--- config.mk ---
export PLATFORM = sky130hd
export DESIGN_NAME = thermo_i2c_slave
export DESIGN_NICKNAME = d
export VERILOG_FILES = /design/src/rtl/thsl_pkg.sv /design/src/rtl/thsl_sync.sv /design/src/rtl/thsl_rdmux.sv /design/src/rtl/thermo_i2c_slave.sv
export SDC_FILE = /design/constraint.sdc
export NUM_CORES = 1
export LEC_CHECK = 0
export CAP_MARGIN = 20
export CELL_PAD_IN_SITES_DETAIL_PLACEMENT = 1
export CELL_PAD_IN_SITES_GLOBAL_PLACEMENT = 1
export CORE_ASPECT_RATIO = 0.9
export CORE_MARGIN = 5
export CORE_UTILIZATION = 38
export DETAILED_ROUTE_END_ITERATION = 6
export HOLD_SLACK_MARGIN = 0.06
export PLACE_DENSITY_LB_ADDON = 0.08
export SYNTH_ARGS = -nofsm -noshare
export SYNTH_HDL_FRONTEND = slang
export SYNTH_HIERARCHICAL = 1
export SYNTH_SLANG_ARGS = --single-unit
--- constraint.sdc ---
create_clock -name clk -period 3 [get_ports clk]
set_input_delay 0.45 -clock clk [delete_from_list [all_inputs] [get_ports clk]]
set_output_delay 0.45 -clock clk [all_outputs]
set_load 0.1 [all_outputs]
--- src/rtl/thsl_pkg.sv ---
package thsl_pkg;
  localparam int BYTE_W = 8;
  localparam int REG_W  = 2 * BYTE_W;
  localparam int IDX_W  = 2;

  localparam logic [3:0] ADDR_HI  = 4'b1001;
  localparam logic [6:0] ARA_ADDR = 7'h0C;

  localparam logic [IDX_W-1:0] SEL_TEMP = 2'd0;
  localparam logic [IDX_W-1:0] SEL_CFG  = 2'd1;
  localparam logic [IDX_W-1:0] SEL_HYST = 2'd2;
  localparam logic [IDX_W-1:0] SEL_OVT  = 2'd3;

  typedef enum logic [2:0] {
    ST_IDLE, ST_ADDR, ST_AACK, ST_WR, ST_WACK, ST_RD, ST_RACK
  } bus_state_t;
endpackage

--- src/rtl/thsl_sync.sv ---
module thsl_sync #(
  parameter int STAGES = 2
) (
  input  logic clk,
  input  logic rst,
  input  logic scl_i,
  input  logic sda_i,
  output logic sda_s,
  output logic scl_rise,
  output logic scl_fall,
  output logic start_det,
  output logic stop_det
);
  logic [STAGES-1:0] scl_pipe, sda_pipe;
  logic scl_s, scl_d, sda_d;

  always_ff @(posedge clk) begin
    if (rst) begin
      scl_pipe <= '1;
      sda_pipe <= '1;
      scl_d    <= 1'b1;
      sda_d    <= 1'b1;
    end else begin
      scl_pipe <= {scl_pipe[STAGES-2:0], scl_i};
      sda_pipe <= {sda_pipe[STAGES-2:0], sda_i};
      scl_d    <= scl_s;
      sda_d    <= sda_s;
    end
  end

  assign scl_s     = scl_pipe[STAGES-1];
  assign sda_s     = sda_pipe[STAGES-1];
  assign scl_rise  = ~scl_d & scl_s;
  assign scl_fall  = scl_d & ~scl_s;
  assign start_det = scl_d & scl_s & sda_d & ~sda_s;
  assign stop_det  = scl_d & scl_s & ~sda_d & sda_s;
endmodule

--- src/rtl/thsl_rdmux.sv ---
module thsl_rdmux
  import thsl_pkg::*;
(
  input  logic              ara,
  input  logic [IDX_W-1:0]  sel,
  input  logic [1:0]        idx,
  input  logic [6:0]        own_addr,
  input  logic [REG_W-1:0]  temp,
  input  logic [BYTE_W-1:0] cfg,
  input  logic [REG_W-1:0]  hyst,
  input  logic [REG_W-1:0]  ovt,
  output logic [BYTE_W-1:0] rd_byte
);
  function automatic logic [BYTE_W-1:0] pick16(input logic [REG_W-1:0] v,
                                               input logic [1:0] i);
    case (i)
      2'd0:    return v[REG_W-1:BYTE_W];
      2'd1:    return v[BYTE_W-1:0];
      default: return '1;
    endcase
  endfunction

  always_comb begin
    rd_byte = '1;
    if (ara) begin
      if (idx == 2'd0) rd_byte = {own_addr, 1'b0};
    end else begin
      case (sel)
        SEL_TEMP: rd_byte = pick16(temp, idx);
        SEL_CFG:  rd_byte = (idx == 2'd0) ? cfg : '1;
        SEL_HYST: rd_byte = pick16(hyst, idx);
        default:  rd_byte = pick16(ovt, idx);
      endcase
    end
  end
endmodule

--- src/rtl/thermo_i2c_slave.sv ---
module thermo_i2c_slave
  import thsl_pkg::*;
#(
  parameter int SYNC_STAGES = 2
) (
  input  logic              clk,
  input  logic              rst,
  input  logic              scl_i,
  input  logic              sda_i,
  input  logic [2:0]        strap_i,
  input  logic              alert_pend_i,
  input  logic [REG_W-1:0]  temp_i,
  input  logic [BYTE_W-1:0] cfg_i,
  input  logic [REG_W-1:0]  hyst_i,
  input  logic [REG_W-1:0]  ovt_i,
  output logic              sda_pull_o,
  output logic              cfg_wr_o,
  output logic              hyst_wr_o,
  output logic              ovt_wr_o,
  output logic [REG_W-1:0]  wr_data_o,
  output logic              alert_clr_o
);
  localparam int CNT_W = $clog2(BYTE_W + 1);
  localparam logic [CNT_W-1:0] FULL = CNT_W'(BYTE_W);

  logic sda_s, scl_rise, scl_fall, start_det, stop_det;
  bus_state_t state_q;
  logic [CNT_W-1:0]  bcnt_q;
  logic [BYTE_W-1:0] sh_q, tx_q, hi_q, rd_byte;
  logic [IDX_W-1:0]  ptr_q;
  logic [1:0]        idx_q, idx_inc, idx_sel;
  logic              rd_q, ara_q, nack_q;
  logic [6:0]        own_addr;

  assign own_addr = {ADDR_HI, strap_i};
  assign idx_inc  = (idx_q == 2'd3) ? idx_q : idx_q + 2'd1;
  assign idx_sel  = (state_q == ST_RACK) ? idx_inc : idx_q;

  thsl_sync #(.STAGES(SYNC_STAGES)) u_sync (
    .clk(clk), .rst(rst), .scl_i(scl_i), .sda_i(sda_i), .sda_s(sda_s),
    .scl_rise(scl_rise), .scl_fall(scl_fall),
    .start_det(start_det), .stop_det(stop_det)
  );

  thsl_rdmux u_rdmux (
    .ara(ara_q), .sel(ptr_q), .idx(idx_sel), .own_addr(own_addr),
    .temp(temp_i), .cfg(cfg_i), .hyst(hyst_i), .ovt(ovt_i),
    .rd_byte(rd_byte)
  );

  always_ff @(posedge clk) begin
    if (rst) begin
      state_q     <= ST_IDLE;
      bcnt_q      <= '0;
      sh_q        <= '0;
      tx_q        <= '0;
      hi_q        <= '0;
      ptr_q       <= SEL_TEMP;
      idx_q       <= '0;
      rd_q        <= 1'b0;
      ara_q       <= 1'b0;
      nack_q      <= 1'b0;
      sda_pull_o  <= 1'b0;
      cfg_wr_o    <= 1'b0;
      hyst_wr_o   <= 1'b0;
      ovt_wr_o    <= 1'b0;
      wr_data_o   <= '0;
      alert_clr_o <= 1'b0;
    end else begin
      cfg_wr_o    <= 1'b0;
      hyst_wr_o   <= 1'b0;
      ovt_wr_o    <= 1'b0;
      alert_clr_o <= 1'b0;
      if (stop_det) begin
        state_q    <= ST_IDLE;
        sda_pull_o <= 1'b0;
      end else if (start_det) begin
        state_q    <= ST_ADDR;
        bcnt_q     <= '0;
        sda_pull_o <= 1'b0;
      end else begin
        case (state_q)
          ST_ADDR: begin
            if (scl_rise) begin
              sh_q   <= {sh_q[BYTE_W-2:0], sda_s};
              bcnt_q <= bcnt_q + 1'b1;
            end else if (scl_fall && bcnt_q == FULL) begin
              idx_q <= '0;
              if (sh_q[7:1] == own_addr) begin
                rd_q <= sh_q[0]; ara_q <= 1'b0;
                sda_pull_o <= 1'b1; state_q <= ST_AACK;
              end else if (sh_q[7:1] == ARA_ADDR && sh_q[0] && alert_pend_i) begin
                rd_q <= 1'b1; ara_q <= 1'b1;
                sda_pull_o <= 1'b1; state_q <= ST_AACK;
              end else begin
                state_q <= ST_IDLE;
              end
            end
          end
          ST_AACK: if (scl_fall) begin
            bcnt_q <= '0;
            if (rd_q) begin
              tx_q <= rd_byte; sda_pull_o <= ~rd_byte[7]; state_q <= ST_RD;
            end else begin
              sda_pull_o <= 1'b0; state_q <= ST_WR;
            end
          end
          ST_WR: begin
            if (scl_rise) begin
              sh_q   <= {sh_q[BYTE_W-2:0], sda_s};
              bcnt_q <= bcnt_q + 1'b1;
            end else if (scl_fall && bcnt_q == FULL) begin
              sda_pull_o <= 1'b1;
              state_q    <= ST_WACK;
              idx_q      <= idx_inc;
              case (idx_q)
                2'd0: ptr_q <= sh_q[IDX_W-1:0];
                2'd1: begin
                  if (ptr_q == SEL_CFG) begin
                    cfg_wr_o  <= 1'b1;
                    wr_data_o <= {{BYTE_W{1'b0}}, sh_q};
                  end
                  hi_q <= sh_q;
                end
                2'd2: begin
                  if (ptr_q == SEL_HYST || ptr_q == SEL_OVT) begin
                    hyst_wr_o <= (ptr_q == SEL_HYST);
                    ovt_wr_o  <= (ptr_q == SEL_OVT);
                    wr_data_o <= {hi_q, sh_q};
                  end
                end
                default: ;
              endcase
            end
          end
          ST_WACK: if (scl_fall) begin
            sda_pull_o <= 1'b0; bcnt_q <= '0; state_q <= ST_WR;
          end
          ST_RD: begin
            if (scl_rise) begin
              bcnt_q <= bcnt_q + 1'b1;
            end else if (scl_fall) begin
              if (bcnt_q == FULL) begin
                sda_pull_o <= 1'b0; state_q <= ST_RACK;
              end else begin
                tx_q       <= {tx_q[BYTE_W-2:0], 1'b0};
                sda_pull_o <= ~tx_q[BYTE_W-2];
              end
            end
          end
          ST_RACK: begin
            if (scl_rise) begin
              nack_q <= sda_s;
            end else if (scl_fall) begin
              if (ara_q && idx_q == 2'd0) alert_clr_o <= 1'b1;
              if (nack_q) begin
                state_q <= ST_IDLE;
              end else begin
                idx_q <= idx_inc; tx_q <= rd_byte; bcnt_q <= '0;
                sda_pull_o <= ~rd_byte[7]; state_q <= ST_RD;
              end
            end
          end
          default: ;
        endcase
      end
    end
  end
endmodule

==> results.json, run 1 <==
{
  "port_buffers": 84,
  "setup_viol": 0,
  "synthCells": 441,
  "cts_max_path_buffers": 2,
  "dp_cells": 630,
  "r2r-start": "state_q[0]",
  "route.met2.wl_mm": 5.02,
  "grt_overflow": 0,
  "yosys-top-cells-area": "dfxtp_1 (34%), mux2i_1 (7.1%), mux2_2 (7.1%)",
  "ys.flop_type": "dfxtp_1",
  "gp_congestion": 0.837,
  "top_layer_used": "met4",
  "p_leak_nw": 1.84,
  "max_slew_margin_pct": 33.8,
  "postRouteAntennaNets": 0,
  "clockRootBuffer": "clkbuf_8",
  "cts_buffers": 9,
  "met1_length_mm": 5.76,
  "area_growth_pct": 27.5,
  "crit_chain": "and3b_1 > nor2_1 > a21oi_2 > buf_4 > or3b_1 > nor2_1 > a41oi_1 > nand2_1 > a311oi_1",
  "status": "complete, no violations",
  "multi_input_area_mm2": 0.00232,
  "arrival_ns": 2.67,
  "grt_setup_unrepaired": "no",
  "seq_area_mm2": 0.00128,
  "power_density_mw_per_mm2": 366,
  "viasPerCell": 5.41,
  "r2r-end": "tx_q[3]",
  "cts-hold-fix-buffers": 0,
  "finalPower_mw": 1.78,
  "routed_wl_mm": 11.5,
  "slew_violations": 0,
  "hold_path_startpoint": "u_sync/sda_pipe[0]",
  "worst_setup_path_start_kind": "flop",
  "nets": 585,
  "num_rows": 34,
  "wl_met3_um": 619,
  "post_cts_buffers": 0,
  "path_clk_slew_ns": 0.08,
  "track_usage_pct": 18.8,
  "crit_slowest_cell": "and3b_1",
  "cp.required_ns": 3.26,
  "drv_cap": 0,
  "cp-end-kind": "flop",
  "path_class": "reg2reg",
  "whs_path_depth": 1,
  "stdcell_count": 646,
  "n_fill_cell": 1165,
  "worst_slack_ns": 0.588,
  "async_flop_share_pct": 0,
  "reg2reg_slack_ns": 0.59,
  "post-route-period-util_pct": 80.4,
  "clk_latency_ns": 0.35,
  "h-tree-depth": 3,
  "cts_tree": "yes",
  "routedWlPerCell_um": 17.8,
  "setup_tns_ns": 0,
  "die_h_um": 105,
  "cp_max_fo": 34,
  "final_cell_mix": "nor2_1 (68), dfxtp_1 (64), clkdlybuf4s50_1 (62), o21ai_0 (31), buf_4 (30)",
  "finalClockSkew_ns": 0.00471,
  "ys_types": 61,
  "grt_max_degree": 42,
  "drtIter0Drc": 158,
  "die_w_um": 115,
  "clock-sinks": 64,
  "grt_pass1_wl_mm": 18.4,
  "min_path_type": "reg2reg",
  "syn_area_mm2": 0.00381,
  "path_common_cell": "nor2_1",
  "hold_path_end": "u_sync/sda_pipe[1]",
  "worstMarginPinSlew_ns": 0.991,
  "avgSynthCellArea_um2": 8.63,
  "ys_ff_latch": 64,
  "synth_edf_count": 0,
  "ys_warn_count": 6,
  "finalHoldViolations": 0,
  "crit_start": "state_q[0]",
  "min_period_ns": 2.41,
  "r2r_cells": 9,
  "hpwl_mm": 8.33,
  "core_area_mm2": 0.00974,
  "die_area_mm2": 0.0121,
  "final_common_cell": "nor2_1",
  "dpl-instance-area_mm2": 0.00466,
  "cpPeakStageDelay_ns": 0.42,
  "ir_drop_mv": 0.306,
  "synth_top_area_share_pct": 33.7,
  "num_vias": 3498,
  "synth_top_area_cell": "dfxtp_1",
  "cts_resized": 0,
  "final_cell_area_mm2": 0.00485,
  "ys_seq_area_share_pct": 33.7,
  "first_pass_iters": 4,
  "drive_gt1_share_pct": 17.1,
  "drc_errors": 0,
  "io-pin-count": 85,
  "diodes": 0,
  "start_util_pct": 39.1,
  "grt_antenna_before_repair": 0,
  "fmax_ghz": 0.415,
  "grt_pass1_vias": 3517,
  "post-place-ws_ns": 0.577
}
-- routing by layer --
layer / up-vias / track usage, %
li1: 1732 / -
met1: 1678 / 27.4
met2: 79 / 28.3
met3: 9 / 3.87
met4: 0 / 4.44
met5: - / 0
-- worst max path at each step --
stage	to	slack (ns)	cells after the start
after floorplan	sda_pull_o	0.78	13
after global placement	tx_q[3]	0.66	9
after detailed placement	tx_q[1]	0.58	9
after CTS	tx_q[3]	0.56	9
after global routing	tx_q[3]	0.35	9
final	tx_q[3]	0.59	9
-- critical path, delay by kind of cell (launching register included) --
family / cells / cell delay (ns)
AO/OA/AOI/OAI: 3 / 0.63
AND/OR/NAND/NOR: 5 / 1.08
buffers and inverters: 1 / 0.29
flip-flops: 1 / 0.31
-- logic make-up after synthesis --
kind of cell             synth area share (%)
XOR/XNOR                                0.690
other                                   0.197
adder cells (fa/ha/maj)                  1.97
flip-flops                               33.7
AO/OA/AOI/OAI                            17.8
AND/OR/NAND/NOR                          25.7
buffers and inverters                    5.79
multiplexers                             14.2
-- final cells by class --
type | instances | area share [%]
repair buffers | 94 | 17.9
flip-flops and latches | 64 | 26.4
inverters | 7 | 0.542
clock inverters | 6 | 1.42
multi-input cells | 339 | 47.8
clock buffers | 10 | 2.63
well taps | 126 | 3.25
-- sequential cells by signal, indices dropped and copies added, names as in the netlist --
register         cells
alert_clr_o          1
ara_q                1
bcnt_q               4
cfg_wr_o             1
hi_q                 8
hyst_wr_o            1
idx_q                2
nack_q               1
ovt_wr_o             1
ptr_q                2
rd_q                 1
sda_pull_o           1
sh_q                 8
state_q              3
tx_q                 7
u_sync/scl_d         1
u_sync/scl_pipe      2
u_sync/sda_d         1
u_sync/sda_pipe      2
wr_data_o           16
-- report_power, final --
group          internal, mW  total (mW)  switching (mW)
sequential            0.853       0.855         0.00242
combinational         0.105       0.169          0.0634
clock                 0.388       0.753           0.365
-- metrics by stage --
step / util, % / hold WS [ns]
2_1_floorplan: - / 0.383
3_3_place_gp: 47.8 / 0.387
3_5_place_dp: 47.8 / 0.406
4_1_cts: 49.8 / 0.425
5_1_grt: 49.8 / 0.442
6_report: 49.8 / 0.417
-- cell usage after synthesis, types with 7 or more instances --
cell and count:
or3_1 9, clkbuf_1 13, nor2_1 68, nand2b_1 9, a22oi_1 8, o21ai_0 31
mux2i_1 27, a21oi_1 20, mux2_2 24, nand2_1 26, or2_1 7, nand3_1 16
dfxtp_1 64, a41oi_1 9, inv_1 7
Power figures use the tool's default switching activity.
==> run 2: changes to the inputs <==
- clock period: 3 -> 2.5 ns (I/O delays scaled with it)
==> run 2 against run 1 <==
Register-to-register slack lost 0.35 ns; highest routed layer unchanged; largest cell class unchanged; wire length up 4.5%; critical path depth unchanged.
==> results.json, run 2 (same netlist as run 1, synthesis figures left out) <==
{
  "status": "complete, no violations",
  "finalHoldViolations": 0,
  "gp_congestion": 0.843,
  "worstMarginPinSlew_ns": 0.668,
  "grt_setup_unrepaired": "no",
  "cts-hold-fix-buffers": 0,
  "r2r-end": "tx_q[6]",
  "r2r_cells": 9,
  "start_util_pct": 39.1,
  "largest_registers": "wr_data_o (16), hi_q (8), sh_q (8)",
  "grt_antenna_before_repair": 0,
  "postRouteAntennaNets": 0,
  "viasPerCell": 5.56,
  "drive_gt1_share_pct": 19.2,
  "grt_pass1_wl_mm": 19.5,
  "cp-end-kind": "flop",
  "grt_max_degree": 46,
  "setup_viol": 0,
  "ir_drop_mv": 0.402,
  "core_area_mm2": 0.00974,
  "clk_latency_ns": 0.35,
  "clock-sinks": 64,
  "worst_setup_path_start_kind": "flop",
  "finalClockSkew_ns": 0.00699,
  "area_growth_pct": 29.4,
  "drtIter0Drc": 164,
  "cts_buffers": 9,
  "num_vias": 3631,
  "routed_wl_mm": 12.0,
  "first_pass_iters": 4,
  "finalPower_mw": 1.98,
  "final_common_cell": "nor2_1",
  "cpPeakStageDelay_ns": 0.34,
  "largest_register_ffs": 16,
  "cts_tree": "yes",
  "num_rows": 34,
  "routedWlPerCell_um": 18.4,
  "die_h_um": 105,
  "arrival_ns": 2.53,
  "hpwl_mm": 8.66,
  "p_seq_share_pct": 51.8,
  "io-pin-count": 85,
  "cts_max_path_buffers": 2,
  "drv_cap": 0,
  "track_usage_pct": 20.0,
  "drc_errors": 0,
  "die_area_mm2": 0.0121,
  "min_period_ns": 2.27,
  "min_path_type": "reg2reg",
  "cp.required_ns": 2.76,
  "swShare_pct": 24.6,
  "largest_register": "wr_data_o",
  "path_class": "reg2reg",
  "path_clk_slew_ns": 0.07,
  "final_cell_mix": "nor2_1 (68), dfxtp_1 (63), clkdlybuf4s50_1 (62), buf_4 (36), o21ai_0 (31)",
  "endpoint": "tx_q[6]",
  "crit_slowest_cell": "dfxtp_1",
  "max_slew_margin_pct": 55.4,
  "grt_pass1_vias": 3769,
  "fmax_ghz": 0.441,
  "p_leak_nw": 1.88,
  "post-route-period-util_pct": 90.7,
  "p_sw_uw": 487,
  "r2r-start": "state_q[0]",
  "slew_violations": 0,
  "die_w_um": 115,
  "h-tree-depth": 3,
  "crit_start": "state_q[0]",
  "nets": 593,
  "power_density_mw_per_mm2": 403,
  "diodes": 0,
  "p_int_mw": 1.50,
  "grt_overflow": 0,
  "cp_max_fo": 34,
  "reg2reg_slack_ns": 0.23,
  "crit_chain": "and3b_2 > buf_4 > a21oi_2 > buf_12 > or3b_1 > nor2_1 > a41oi_1 > nand2_1 > a311oi_2",
  "setup_tns_ns": 0,
  "combinationalPowerShare_pct": 10.4,
  "clockRootBuffer": "clkbuf_8",
  "power.share.clock_pct": 37.8,
  "port_buffers": 84
}
==> run 2: worst min path at each step <==
stage | startpoint | endpoint | cells past startpoint
floorplan | u_sync/scl_pipe[0] | u_sync/scl_pipe[1] | 1
global placement | u_sync/sda_pipe[0] | u_sync/sda_pipe[1] | 1
detailed placement | u_sync/scl_pipe[0] | u_sync/scl_pipe[1] | 1
CTS | u_sync/sda_pipe[0] | u_sync/sda_pipe[1] | 1
global route | u_sync/scl_pipe[0] | u_sync/scl_pipe[1] | 1
finish | u_sync/sda_pipe[0] | u_sync/sda_pipe[1] | 1
==> run 2: metal layers <==
metal,GRT usage (%),vias up,part of all wire [%]
met1,28.1,1788,49
met5,0,-,0
li1,-,1750,-
met4,4.27,0,0.83
met2,31.4,82,45
met3,4.34,11,5.0
==> run 2: power groups by stage <==
stage / Combinational (mW) / Sequential (mW) / Clock [mW]
after floorplan: 0.0835 / 1.05 / 0
after global placement: 0.201 / 1.05 / 0
after detailed placement: 0.204 / 1.05 / 0
after CTS: 0.206 / 1.03 / 0.770
after global routing: 0.224 / 1.03 / 0.812
final: 0.207 / 1.03 / 0.749
==> run 2: per-stage QoR <==
step                      hold slack (ns)  area (um2)  utilization, %  std cells  setup WS [ns]
final                               0.409        4920            50.6        653          0.234
after global routing                0.428        4920            50.6        653         0.0129
after CTS                           0.416        4840            49.7        648         0.0936
after detailed placement            0.395        4690            48.2        633          0.119
after global placement              0.388        4690            48.2        633          0.232
after floorplan                     0.383        3810               -        443          0.280
==> run 2: cell type report <==
class                   count  area, um2
clock buffers              10        128
clock inverters             5       25.0
fillers                  1157       4820
inverters                   7       26.3
multi-input cells         339       2340
flip-flops and latches     64       1280
well taps                 126        158
repair buffers            102        961
==> run 2: what timing repair did <==
item | in CTS | in global routing
resized for setup | 0 | 7
buffers inserted | 0 | 4
hold endpoints to repair | 0 | 0
endpoints found under the setup margin | 0 | 21
==> run 2: worst max-delay path, delay by kind of cell, from the launching register on <==
family	cells	cell delay [ns]
AOI/OAI and AO/OA	3	0.77
buffers and inverters	2	0.35
DFF	1	0.34
and+or+nand+nor	4	0.72
